`src/rtl/uart_rxg_pkg.sv`:
```
package uart_rxg_pkg;

    localparam int DATA_W = 8;

    typedef enum logic [2:0] {
        ST_IDLE,
        ST_START,
        ST_DATA,
        ST_PAR,
        ST_STOP,
        ST_HOLD
    } rx_state_e;

    typedef struct packed {
        logic [DATA_W-1:0] data;
        logic              ferr;
        logic              perr;
        logic              brk;
    } rx_frame_t;

    typedef struct packed {
        logic avail;
        logic ovr;
        logic brk;
        logic ferr;
        logic perr;
    } rx_flags_t;

    // Parity bit value the sender must have used
    function automatic logic parity_of(input logic [DATA_W-1:0] d, input logic odd);
        return (^d) ^ odd;
    endfunction

endpackage

```
`src/rtl/uart_rxg_sync.sv`:
```
module uart_rxg_sync #(
    parameter int STAGES = 2
) (
    input  logic clk,
    input  logic rst,
    input  logic din,
    output logic dout
);
    logic [STAGES-1:0] q;

    always_ff @(posedge clk) begin
        if (rst) q <= '1;
        else     q <= STAGES'({q, din});
    end

    assign dout = q[STAGES-1];
endmodule

```
`src/rtl/uart_rxg_framer.sv`:
```
module uart_rxg_framer
    import uart_rxg_pkg::*;
#(
    parameter int OSR = 16
) (
    input  logic      clk,
    input  logic      rst,
    input  logic      tick,
    input  logic      rxs,
    input  logic      par_en,
    input  logic      par_odd,
    output logic      done,
    output rx_frame_t frame
);
    localparam int CW = $clog2(OSR);
    localparam int IW = $clog2(DATA_W);
    localparam logic [CW-1:0] MID      = CW'(OSR / 2 - 1);
    localparam logic [CW-1:0] LAST     = CW'(OSR - 1);
    localparam logic [IW-1:0] IDX_LAST = IW'(DATA_W - 1);

    rx_state_e         st;
    logic [CW-1:0]     cnt;
    logic [IW-1:0]     idx;
    logic [DATA_W-1:0] sh;
    logic              pbit;

    always_ff @(posedge clk) begin
        if (rst) begin
            st    <= ST_IDLE;
            cnt   <= '0;
            idx   <= '0;
            sh    <= '0;
            pbit  <= 1'b0;
            done  <= 1'b0;
            frame <= '0;
        end else begin
            done <= 1'b0;
            if (tick) begin
                unique case (st)
                    ST_IDLE: begin
                        if (!rxs) begin
                            st  <= ST_START;
                            cnt <= '0;
                        end
                    end
                    ST_START: begin
                        if (cnt == MID) begin
                            cnt  <= '0;
                            idx  <= '0;
                            pbit <= 1'b0;
                            st   <= rxs ? ST_IDLE : ST_DATA;
                        end else begin
                            cnt <= cnt + 1'b1;
                        end
                    end
                    ST_DATA: begin
                        if (cnt == LAST) begin
                            cnt <= '0;
                            sh  <= {rxs, sh[DATA_W-1:1]};
                            if (idx == IDX_LAST) st <= par_en ? ST_PAR : ST_STOP;
                            else                 idx <= idx + 1'b1;
                        end else begin
                            cnt <= cnt + 1'b1;
                        end
                    end
                    ST_PAR: begin
                        if (cnt == LAST) begin
                            cnt  <= '0;
                            pbit <= rxs;
                            st   <= ST_STOP;
                        end else begin
                            cnt <= cnt + 1'b1;
                        end
                    end
                    ST_STOP: begin
                        if (cnt == LAST) begin
                            cnt        <= '0;
                            done       <= 1'b1;
                            frame.data <= sh;
                            frame.ferr <= !rxs;
                            frame.perr <= par_en && (pbit != parity_of(sh, par_odd));
                            frame.brk  <= !rxs && (sh == '0) && !(par_en && pbit);
                            st         <= rxs ? ST_IDLE : ST_HOLD;
                        end else begin
                            cnt <= cnt + 1'b1;
                        end
                    end
                    ST_HOLD: begin
                        if (rxs) st <= ST_IDLE;
                    end
                    default: st <= ST_IDLE;
                endcase
            end
        end
    end
endmodule

```
`src/rtl/uart_rxg_hold.sv`:
```
module uart_rxg_hold
    import uart_rxg_pkg::*;
(
    input  logic              clk,
    input  logic              rst,
    input  logic              rd_data,
    input  logic              rd_stat,
    input  logic              done,
    input  rx_frame_t         frame,
    output logic [DATA_W-1:0] data_q,
    output rx_flags_t         flags_q
);
    logic              pend_q, pbrk_q, seen_q;
    logic              pend_d, pbrk_d, seen_d;
    rx_flags_t         flags_d;
    logic [DATA_W-1:0] data_d;

    always_comb begin
        flags_d = flags_q;
        data_d  = data_q;
        pend_d  = pend_q;
        pbrk_d  = pbrk_q;
        seen_d  = seen_q;

        if (rd_stat && flags_q.ovr) seen_d = 1'b1;

        if (rd_data) begin
            if (pend_q) begin
                // reveal the hidden overrun; byte now held is to be discarded
                flags_d.ovr = 1'b1;
                flags_d.brk = pbrk_q;
                pend_d      = 1'b0;
                pbrk_d      = 1'b0;
                seen_d      = 1'b0;
            end else if (flags_q.ovr) begin
                if (seen_q) begin
                    flags_d = '0;
                    seen_d  = 1'b0;
                end
            end else begin
                flags_d = '0;
            end
        end

        if (done) begin
            if (!flags_d.avail) begin
                data_d        = frame.data;
                flags_d.avail = 1'b1;
                flags_d.ovr   = 1'b0;
                flags_d.brk   = frame.brk;
                flags_d.ferr  = frame.ferr;
                flags_d.perr  = frame.perr;
            end else begin
                pend_d = 1'b1;
                pbrk_d = pbrk_d | frame.brk;
            end
        end
    end

    always_ff @(posedge clk) begin
        if (rst) begin
            flags_q <= '0;
            data_q  <= '0;
            pend_q  <= 1'b0;
            pbrk_q  <= 1'b0;
            seen_q  <= 1'b0;
        end else begin
            flags_q <= flags_d;
            data_q  <= data_d;
            pend_q  <= pend_d;
            pbrk_q  <= pbrk_d;
            seen_q  <= seen_d;
        end
    end
endmodule

```
`src/rtl/uart_rx_guard.sv`:
```
module uart_rx_guard
    import uart_rxg_pkg::*;
#(
    parameter int OSR         = 16,
    parameter int SYNC_STAGES = 2
) (
    input  logic              clk,
    input  logic              rst,
    input  logic              os_tick,
    input  logic              rxd,
    input  logic              par_en,
    input  logic              par_odd,
    input  logic              avail_irq_mask,
    input  logic              rd_data,
    input  logic              rd_stat,
    output logic [DATA_W-1:0] rx_data,
    output logic              rx_avail,
    output logic              err_over,
    output logic              err_frame,
    output logic              err_par,
    output logic              brk_det,
    output logic              irq
);
    logic      rx_sync;
    logic      frame_done;
    rx_frame_t frame;
    rx_flags_t flags;

    uart_rxg_sync #(.STAGES(SYNC_STAGES)) u_sync (
        .clk  (clk),
        .rst  (rst),
        .din  (rxd),
        .dout (rx_sync)
    );

    uart_rxg_framer #(.OSR(OSR)) u_framer (
        .clk     (clk),
        .rst     (rst),
        .tick    (os_tick),
        .rxs     (rx_sync),
        .par_en  (par_en),
        .par_odd (par_odd),
        .done    (frame_done),
        .frame   (frame)
    );

    uart_rxg_hold u_hold (
        .clk     (clk),
        .rst     (rst),
        .rd_data (rd_data),
        .rd_stat (rd_stat),
        .done    (frame_done),
        .frame   (frame),
        .data_q  (rx_data),
        .flags_q (flags)
    );

    assign rx_avail  = flags.avail;
    assign err_over  = flags.ovr;
    assign err_frame = flags.ferr;
    assign err_par   = flags.perr;
    assign brk_det   = flags.brk;
    assign irq       = (flags.avail & ~avail_irq_mask) | flags.ovr | flags.brk
                     | flags.ferr | flags.perr;
endmodule

```
`config.mk`:
```
export PLATFORM = sky130hd
export DESIGN_NAME = uart_rx_guard
export DESIGN_NICKNAME = d
export VERILOG_FILES = /design/src/rtl/uart_rxg_pkg.sv /design/src/rtl/uart_rxg_sync.sv /design/src/rtl/uart_rxg_framer.sv /design/src/rtl/uart_rxg_hold.sv /design/src/rtl/uart_rx_guard.sv
export SDC_FILE = /design/constraint.sdc
export NUM_CORES = 1
export LEC_CHECK = 0
export ABC_AREA = 1
export BUFFER_PORTS_ARGS = -buffer_cell sky130_fd_sc_hd__clkbuf_2
export CAP_MARGIN = 20
export CORE_MARGIN = 2
export CORE_UTILIZATION = 58
export CTS_CLUSTER_DIAMETER = 150
export DETAILED_ROUTE_END_ITERATION = 8
export HOLD_SLACK_MARGIN = 0.12
export PLACE_DENSITY = 0.79
export SLEW_MARGIN = 20
export SYNTH_ARGS = -nofsm -noshare
export SYNTH_HDL_FRONTEND = slang
export SYNTH_SLANG_ARGS = --single-unit
```
`constraint.sdc`:
```
create_clock -name clk -period 1.5 [get_ports clk]
set_input_delay 0.15 -clock clk [delete_from_list [all_inputs] [get_ports clk]]
set_output_delay 0.15 -clock clk [all_outputs]
set_load 0.02 [all_outputs]
```
==> results_dict.tcl, run 1 <==
set metrics [dict create \
    critPathKind "reg -> reg" \
    p_leak_uw 0.00118 \
    muxShareOfSynthArea 0 \
    die-area_um2 4450 \
    drtIter0Drc 112 \
    drtAntennaViolNets 0 \
    synth_top_family_by_area "simple AND/OR/NAND/NOR gates" \
    outcome "completed" \
    drt-wirelength-per-cell_um 11.9 \
    use_met1 0.266 \
    holdWs_ns 0.150 \
    final-setup-viol-count 0 \
    drive_gt1_frac 0.224 \
    synth.distinct_cells 31 \
    hpwl_mm 3.28 \
    tightest_slew_ns 0.294 \
    clock_skew_ns 0.00704 \
    mostFrequentLayoutCells "nand2_1, dfxtp_1, nor2_1" \
    cts_tree "built" \
    power_density_nw_per_um2 1240 \
    dr_total_vias 2104 \
    overflow 0 \
    drcViolationCount 0 \
    fill_cells 306 \
    htreeDepth 2 \
    numPortBuffers 22 \
    core_um2 3720 \
    diodes 0 \
    place_inst 388 \
    rsz0062_at_grt "true" \
    io_pins 23 \
    synth_area_per_cell_um2 7.14 \
    dr.pass1.iters 5 \
    arrival_ns 1.68 \
    clock_path_buffers 2 \
    endpoint_kind "flop" \
    die_y_um 66.7 \
    hp-class "in -> reg" \
    gp_congestion 0.889 \
    wl_mm 4.75 \
    die_x_um 66.7 \
    setup_tns_ns 0 \
    synthAdderAreaFrac 0.0384 \
    yosysWarnings 0 \
    grt_max_degree 36 \
    insertion_delay_ns 0.30 \
    clock-sinks 49 \
    top_usage_layer "met2" \
    slew_violations 0 \
    initial_core_util 0.614 \
    fmax_ghz 0.688 \
    yosys_register_bits 49 \
    syn_area_um2 2280 \
    fin_cells 400 \
    antenna_found_initial 0 \
    cts_root_buffer "clkbuf_8" \
    final_common_cell "nand2_1" \
    synthXorXnorAreaFrac 0.00384 \
    rows 22 \
    synth_compound_area_frac 0.155 \
    final_nets 367 \
    yosys.area_share.simple 0.289 \
    ys_seq_area_frac 0.430 \
    cts_buffers 5 \
    grt_pass1_wl_mm 7.46 \
    crit_fanout 6 \
    peakVddDrop_uv 714 \
    required_ns 1.72 \
    path_clk_slew_ns 0.09 \
    finalCritPeriodShare 0.969 \
    cap_violations 0 \
    hold_viol_final 0 \
    relSlewSlack 0.804 \
    vias_per_cell 5.26 \
    layout_min_cycle_time_ns 1.45 \
    grtUsageMet3 0.0422 \
    met2_usage 0.374 \
    grt_usage 0.215 \
    postSynthCellCount 320 \
    startpoint_type "flop" \
    syn_to_final_growth_pct 19.3 \
    grt_pass1_vias 1847 \
    syn-num-nets 336 \
]
layout make-up:
class / count / area, um2 / area share
inverters: 37 / 139 / 0.0510
clock buffers: 6 / 72.6 / 0.0266
well taps: 48 / 60.1 / 0.0220
repair buffers: 33 / 208 / 0.0763
flip-flops and latches: 49 / 993 / 0.365
clock inverters: 2 / 13.8 / 0.00505
multi-input cells: 225 / 1240 / 0.454
sequential cells by signal, summed over array words and instances (netlist names):
| register | count |
|---|---|
| u_framer.pbit | 1 |
| u_hold.pend_q | 1 |
| u_hold.seen_q | 1 |
| u_framer.frame | 11 |
| u_hold.pbrk_q | 1 |
| u_hold.data_q | 8 |
| u_framer.cnt | 4 |
| u_framer.idx | 3 |
| u_hold.flags_q | 5 |
| u_sync.q | 2 |
| u_framer.st | 3 |
| u_framer.done | 1 |
| u_framer.sh | 8 |
logic make-up (layout without fill, tap and decap cells):
| kind of cell | count (synthesis) | count (layout) |
|---|---|---|
| AND/OR/NAND/NOR | 148 | 148 |
| flip-flops | 49 | 49 |
| AO/OA/AOI/OAI | 69 | 69 |
| buffers and inverters | 46 | 78 |
| XOR/XNOR | 1 | 1 |
| adder cells (fa/ha/maj) | 7 | 7 |
synth_stat cells:
cell	instances	area (um2)
a211oi_1	1	7.51
a21oi_1	35	175
buf_1	1	3.75
buf_2	1	5.00
buf_4	5	37.5
clkbuf_1	2	7.51
clkinv_1	1	3.75
dfxtp_1	49	981
ha_1	7	87.6
inv_1	34	128
inv_2	2	7.51
nand2_1	70	263
nand2_2	2	12.5
nand3_1	19	95.1
nand3_2	1	10.0
nand3b_1	2	15.0
nand4_1	1	6.26
nand4_2	2	25.0
nor2_1	42	158
nor2_2	1	6.26
nor2_4	2	22.5
nor3_1	1	5.00
nor3_4	1	16.3
nor4_1	1	6.26
o2111ai_1	1	8.76
o211ai_1	1	7.51
o21ai_0	29	145
o21ai_1	2	10.0
or2_1	1	6.26
or2_2	2	12.5
xor2_1	1	8.76
stage by stage:
stage          setup slack (ns)  cell area (um2)  utilization  total power [uW]
3_3_place_gp            0.00367             2460        0.663              2350
3_5_place_dp            -0.0735             2460        0.663              2370
2_1_floorplan             0.162             2280            -              2180
6_report                 0.0471             2720        0.733              3380
4_1_cts                 0.00831             2570        0.693              3160
5_1_grt                 -0.0761             2720        0.733              3590
timing repair:
item,CTS,global route
hold endpoints to repair,1,0
hold buffers,1,0
buffers inserted,0,3
gates resized for setup,4,32
pin swaps,0,10
endpoints found under the setup margin,10,28
critical path, cell delays in order, from the launching register on:
cell and delay, ns:
dfxtp_4 0.38, ha_4 0.16, nand2_2 0.07, inv_2 0.07
nand2_1 0.06, nand2_2 0.11, nand2_2 0.08, nor2_4 0.13
nand2_4 0.08, nand2_2 0.07, nand2_1 0.04, nor2_1 0.13
power breakdown:
group	internal [uW]	switching (uW)	leakage [uW]	total (uW)
Clock	333	438	0.0000456	771
Combinational	411	708	0.000735	1120
Sequential	1380	106	0.000399	1480
Total	2120	1250	0.00118	3380
path summary, 6_finish.rpt:
path,cells past startpoint,slack [ns],endpoint,startpoint
setup / recovery,11,0.05,u_framer.st[0]$_SDFFE_PP0P_,u_framer.cnt[1]$_SDFFE_PP0P_
hold / removal,3,0.15,u_hold.seen_q$_SDFF_PP0_,rd_stat
setup reg to reg,11,0.05,u_framer.st[0]$_SDFFE_PP0P_,u_framer.cnt[1]$_SDFFE_PP0P_
hold reg to reg,1,0.44,u_sync.q[1]$_SDFF_PP1_,u_sync.q[0]$_SDFF_PP1_
metal layers:
layer  vias up  share of wire
met1       941           0.46
met2        50           0.49
met4         0          0.012
met5         -              0
li1       1104              -
met3         9          0.035
Power figures use the tool's default switching activity.
==> run 2, diff against run 1 <==
Settings changed: CORE_ASPECT_RATIO set to 1.2, CORE_UTILIZATION 58 to 40, PLACE_DENSITY 0.79 to not set.
==> run 2 against run 1 <==
Net effect: cell area increased by 2.5%; flip-flop and latch count unchanged; combinational power decreased by 9.8%; critical path depth decreased by 7; fmax increased by 1.3%.
==> results_dict.tcl, run 2 (synthesis results as in run 1) <==
set metrics [dict create \
    drt-wirelength-per-cell_um 11.1 \
    critPathKind "reg -> out" \
    cts_buffers 5 \
    finalCritPeriodShare 0.956 \
    r2r_cells 7 \
    dr_total_vias 2080 \
    clock_skew_ns 0.00532 \
    reg_top3 "u_framer.frame (11), u_framer.sh (8), u_hold.data_q (8)" \
    final_nets 370 \
    crit_fanout 5 \
    insertion_delay_ns 0.30 \
    die-area_um2 6330 \
    final-setup-viol-count 0 \
    overflow 0 \
    wl_mm 4.66 \
    use_met1 0.191 \
    grtUsageMet3 0.0279 \
    outcome "completed" \
    diodes 0 \
    grt_usage 0.153 \
    relSlewSlack 0.814 \
    grt_max_degree 31 \
    vias_per_cell 4.96 \
    die_x_um 73.0 \
    antenna_found_initial 0 \
    final_common_cell "nand2_1" \
    r2r_end "u_framer.sh[1]$_SDFFE_PP0P_" \
    tightest_slew_ns 0.279 \
    setup_ws_ns 0.0663 \
    hpwl_mm 3.35 \
    initial_core_util 0.408 \
    cts_tree "built" \
    hp-class "in -> reg" \
    peakVddDrop_uv 821 \
    rsz0062_at_grt "true" \
    p_leak_uw 0.00121 \
    syn_to_final_growth_pct 22.2 \
    top_register "u_framer.frame" \
    max_stage_delay_ns 0.32 \
    core_um2 5590 \
    holdWs_ns 0.147 \
    hold_viol_final 0 \
    crit_chain "buf_4 > nor4_1 > o21ai_0 > clkbuf_2" \
    required_ns 1.35 \
    htreeDepth 2 \
    fmax_ghz 0.698 \
    drtIter0Drc 90 \
    dr.pass1.iters 4 \
    numPortBuffers 22 \
    setup.worst_path.start "u_hold.flags_q[3]$_SDFF_PP0_" \
    critPathSlowestCell "dfxtp_1" \
    grt_pass1_wl_mm 7.71 \
    clock_path_buffers 2 \
    drive_gt1_frac 0.214 \
    met2_usage 0.257 \
    cap_violations 0 \
    preCtsSetupSlack_ns -0.0116 \
    path_clk_slew_ns 0.09 \
    die_y_um 86.8 \
    gp_congestion 0.888 \
    rows 30 \
    startpoint_type "flop" \
    top_usage_layer "met2" \
    crit_path_end "irq" \
    arrival_ns 1.28 \
    layout_min_cycle_time_ns 1.43 \
    rrSetupSlack_ns 0.08 \
    cts_root_buffer "clkbuf_8" \
    largest_reg_flops 11 \
    io_pins 23 \
    endpoint_kind "output port" \
    drcViolationCount 0 \
    grt_pass1_vias 1769 \
    fill_cells 578 \
    clock-sinks 49 \
    power_density_nw_per_um2 1300 \
    drtAntennaViolNets 0 \
    slew_violations 0 \
    mostFrequentLayoutCells "nand2_1, nor2_1, dfxtp_1" \
    r2r-start "u_framer.cnt[0]$_SDFFE_PP0P_" \
]
-- run 2: cell types whose count changed in the layout (fill, tap and decap cells not counted), sizes merged --
cell,before,now
buf,10,13
bufinv,0,2
clkbuf,28,27
clkinv,1,0
-- run 2: how the worst min path moves through the flow --
stage                  from                      endpoint  slack (ns)  depth (start not counted)
finish              rd_data  u_hold.flags_q[3]$_SDFF_PP0_        0.15                          3
global placement        rxd        u_sync.q[0]$_SDFF_PP1_        0.34                          2
global route        rd_stat      u_hold.seen_q$_SDFF_PP0_        0.18                          3
CTS                 rd_data  u_hold.flags_q[3]$_SDFF_PP0_        0.13                          3
detailed placement      rxd        u_sync.q[0]$_SDFF_PP1_        0.34                          2
floorplan               rst  u_hold.flags_q[2]$_SDFF_PP0_        0.23                          1
-- run 2: area by class of cell --
type,count,area [um2],area share
inverters,37,139,0.0498
well taps,64,80.1,0.0287
flip-flops and latches,49,993,0.356
repair buffers,36,243,0.0870
clock buffers,5,68.8,0.0247
multi-input cells,225,1200,0.429
clock inverters,3,68.8,0.0247
-- run 2: metrics by stage --
| step | utilization | TNS (ns) | total power (uW) | cell area (um2) | cells |
|---|---|---|---|---|---|
| after global routing | 0.499 | -0.0687 | 3870 | 2790 | 419 |
| after floorplan | - | 0 | 2180 | 2280 | 320 |
| after detailed placement | 0.451 | -0.0116 | 2390 | 2520 | 407 |
| after global placement | 0.451 | 0 | 2390 | 2520 | 407 |
| final | 0.499 | 0 | 3630 | 2790 | 419 |
| after CTS | 0.479 | 0 | 3550 | 2680 | 416 |
-- run 2: power breakdown --
| part | leakage, uW | switching (uW) | internal [uW] |
|---|---|---|---|
| clock | 0.0000687 | 463 | 671 |
| sequential | 0.000400 | 105 | 1390 |
| combinational | 0.000746 | 619 | 387 |
-- run 2: critical path: cells and delay by family (launching register included) --
family                 cells  cell delay (ns)
buffers and inverters      2             0.30
AO/OA/AOI/OAI              1             0.11
flip-flops                 1             0.32
AND/OR/NAND/NOR            1             0.25
-- run 2: layer usage --
metal / vias to the layer above / part of all wire
li1: 1103 / -
met3: 13 / 0.036
met1: 917 / 0.46
met2: 47 / 0.48
met4: 0 / 0.023
met5: - / 0
-- run 2: repair_timing --
item | 4_1_cts | 5_1_grt
hold endpoints to repair | 1 | 0
endpoints found under the setup margin | 2 | 25
resized for setup | 2 | 22
setup buffers | 0 | 3
pin swaps | 0 | 6
hold buffers | 1 | 0
==> run 3, diff against run 2 <==
Settings changed: RECOVER_POWER set to 50.
==> run 3 against run 2 <==
Net effect: non-clock buffer count is the same; clock-buffer cell count is the same; critical path depth is the same; flip-flop and latch count is the same; worst setup slack lost 0.0012 ns; cell area shrank 0.58%; die area is the same; wire length grew 0.45%; utilization shrank 0.29 points; largest power group unchanged.
==> results_dict.tcl, run 3 (synthesis results as in run 1) <==
set metrics [dict create \
    outcome "completed" \
    p_total_uw 3630 \
    endpoint_kind "output port" \
    hold_viol_final 0 \
    drive_gt1_frac 0.177 \
    startpoint_type "flop" \
    crit_fanout 5 \
    cts_tree "built" \
    peakVddDrop_uv 821 \
    rows 30 \
    numPortBuffers 22 \
    rsz0062_at_grt "true" \
    critPathKind "reg -> out" \
    grt_pass1_vias 1769 \
    grt_usage 0.153 \
    drtIter0Drc 91 \
    top_register "u_framer.frame" \
    relSlewSlack 0.815 \
    clock_skew_ns 0.00532 \
    drtAntennaViolNets 0 \
    clock-sinks 49 \
    die_y_um 86.8 \
    mostFrequentLayoutCells "nand2_1, nor2_1, dfxtp_1" \
    antenna_found_initial 0 \
    fin_cells 419 \
    reg_top3 "u_framer.frame (11), u_framer.sh (8), u_hold.data_q (8)" \
    p_leak_uw 0.00117 \
    io_pins 23 \
    diodes 0 \
    fmax_ghz 0.697 \
    gp_congestion 0.888 \
    core_um2 5590 \
    cap_violations 0 \
    final_common_cell "nand2_1" \
    final_cell_area_um2 2780 \
    place_inst 407 \
    finalCritPeriodShare 0.957 \
    syn_to_final_growth_pct 21.5 \
    die-area_um2 6330 \
    dr_total_vias 2085 \
    grt_pass1_wl_mm 7.71 \
    arrival_ns 1.28 \
    grt_max_degree 31 \
    largest_reg_flops 11 \
    final_nets 370 \
    dr.pass1.iters 4 \
    initial_core_util 0.408 \
    vias_per_cell 4.98 \
    path_clk_slew_ns 0.09 \
    drt-wirelength-per-cell_um 11.2 \
    cts_buffers 5 \
    wl_mm 4.69 \
    r2r_cells 7 \
    final-setup-viol-count 0 \
    drcViolationCount 0 \
    insertion_delay_ns 0.30 \
    place_area_um2 2520 \
    slew_violations 0 \
    power_density_nw_per_um2 1310 \
    worstHoldPathCells 3 \
    hpwl_mm 3.35 \
    required_ns 1.35 \
    setup_tns_ns 0 \
    overflow 0 \
    fin_util 0.496 \
    clock_path_buffers 2 \
    cts_root_buffer "clkbuf_8" \
    die_x_um 73.0 \
    tightest_slew_ns 0.277 \
    layout_min_cycle_time_ns 1.43 \
    hp-class "in -> reg" \
    htreeDepth 2 \
]
==> run 3: stage by stage <==
| stage | setup WS (ns) | hold WS, ns |
|---|---|---|
| 2_1_floorplan | 0.162 | 0.228 |
| 3_3_place_gp | 0.0240 | 0.338 |
| 3_5_place_dp | -0.0116 | 0.337 |
| 4_1_cts | 0.00990 | 0.135 |
| 5_1_grt | -0.0342 | 0.178 |
| 6_report | 0.0652 | 0.147 |
==> run 3: power breakdown <==
group / internal, uW / switching, uW
logic: 387 / 620
clock network: 671 / 463
registers: 1390 / 105
==> run 3: path summary, 6_finish.rpt <==
check                                             startpoint  slack, ns                           end
worst max-delay path            u_hold.flags_q[3]$_SDFF_PP0_       0.07                           irq
worst min-delay path                                 rd_data       0.15  u_hold.flags_q[3]$_SDFF_PP0_
worst max register to register  u_framer.cnt[0]$_SDFFE_PP0P_       0.08   u_framer.sh[1]$_SDFFE_PP0P_
worst min register to register        u_sync.q[0]$_SDFF_PP1_       0.42        u_sync.q[1]$_SDFF_PP1_
==> run 3: layer usage <==
layer | part of all wire | wire, um | track usage | up-vias
met5 | 0 | 0 | 0 | -
met4 | 0.023 | 106 | 0.0606 | 0
met3 | 0.038 | 177 | 0.0279 | 13
met2 | 0.48 | 2230 | 0.257 | 47
met1 | 0.46 | 2170 | 0.191 | 923
li1 | - | - | - | 1102
==> run 3: layout make-up <==
class / count / area, um2
repair buffers: 36 / 226
flip-flops and latches: 49 / 993
clock buffers: 5 / 68.8
fillers: 586 / 2820
multi-input cells: 225 / 1200
well taps: 64 / 80.1
inverters: 37 / 139
clock inverters: 3 / 68.8
==> run 3: timing repair <==
item,4_1_cts,5_1_grt
endpoints found under the hold margin,1,0
hold buffers,1,0
gates resized for setup,2,22
setup buffers,0,3
pin swaps,0,6
endpoints found under the setup margin,2,25
gates cloned,0,0
==> run 3: worst max-delay path, stage by stage, from the launching register on <==
cell	delay, ns
dfxtp_1	0.32
buf_4	0.14
nor4_1	0.25
o21ai_0	0.11
clkbuf_2	0.16
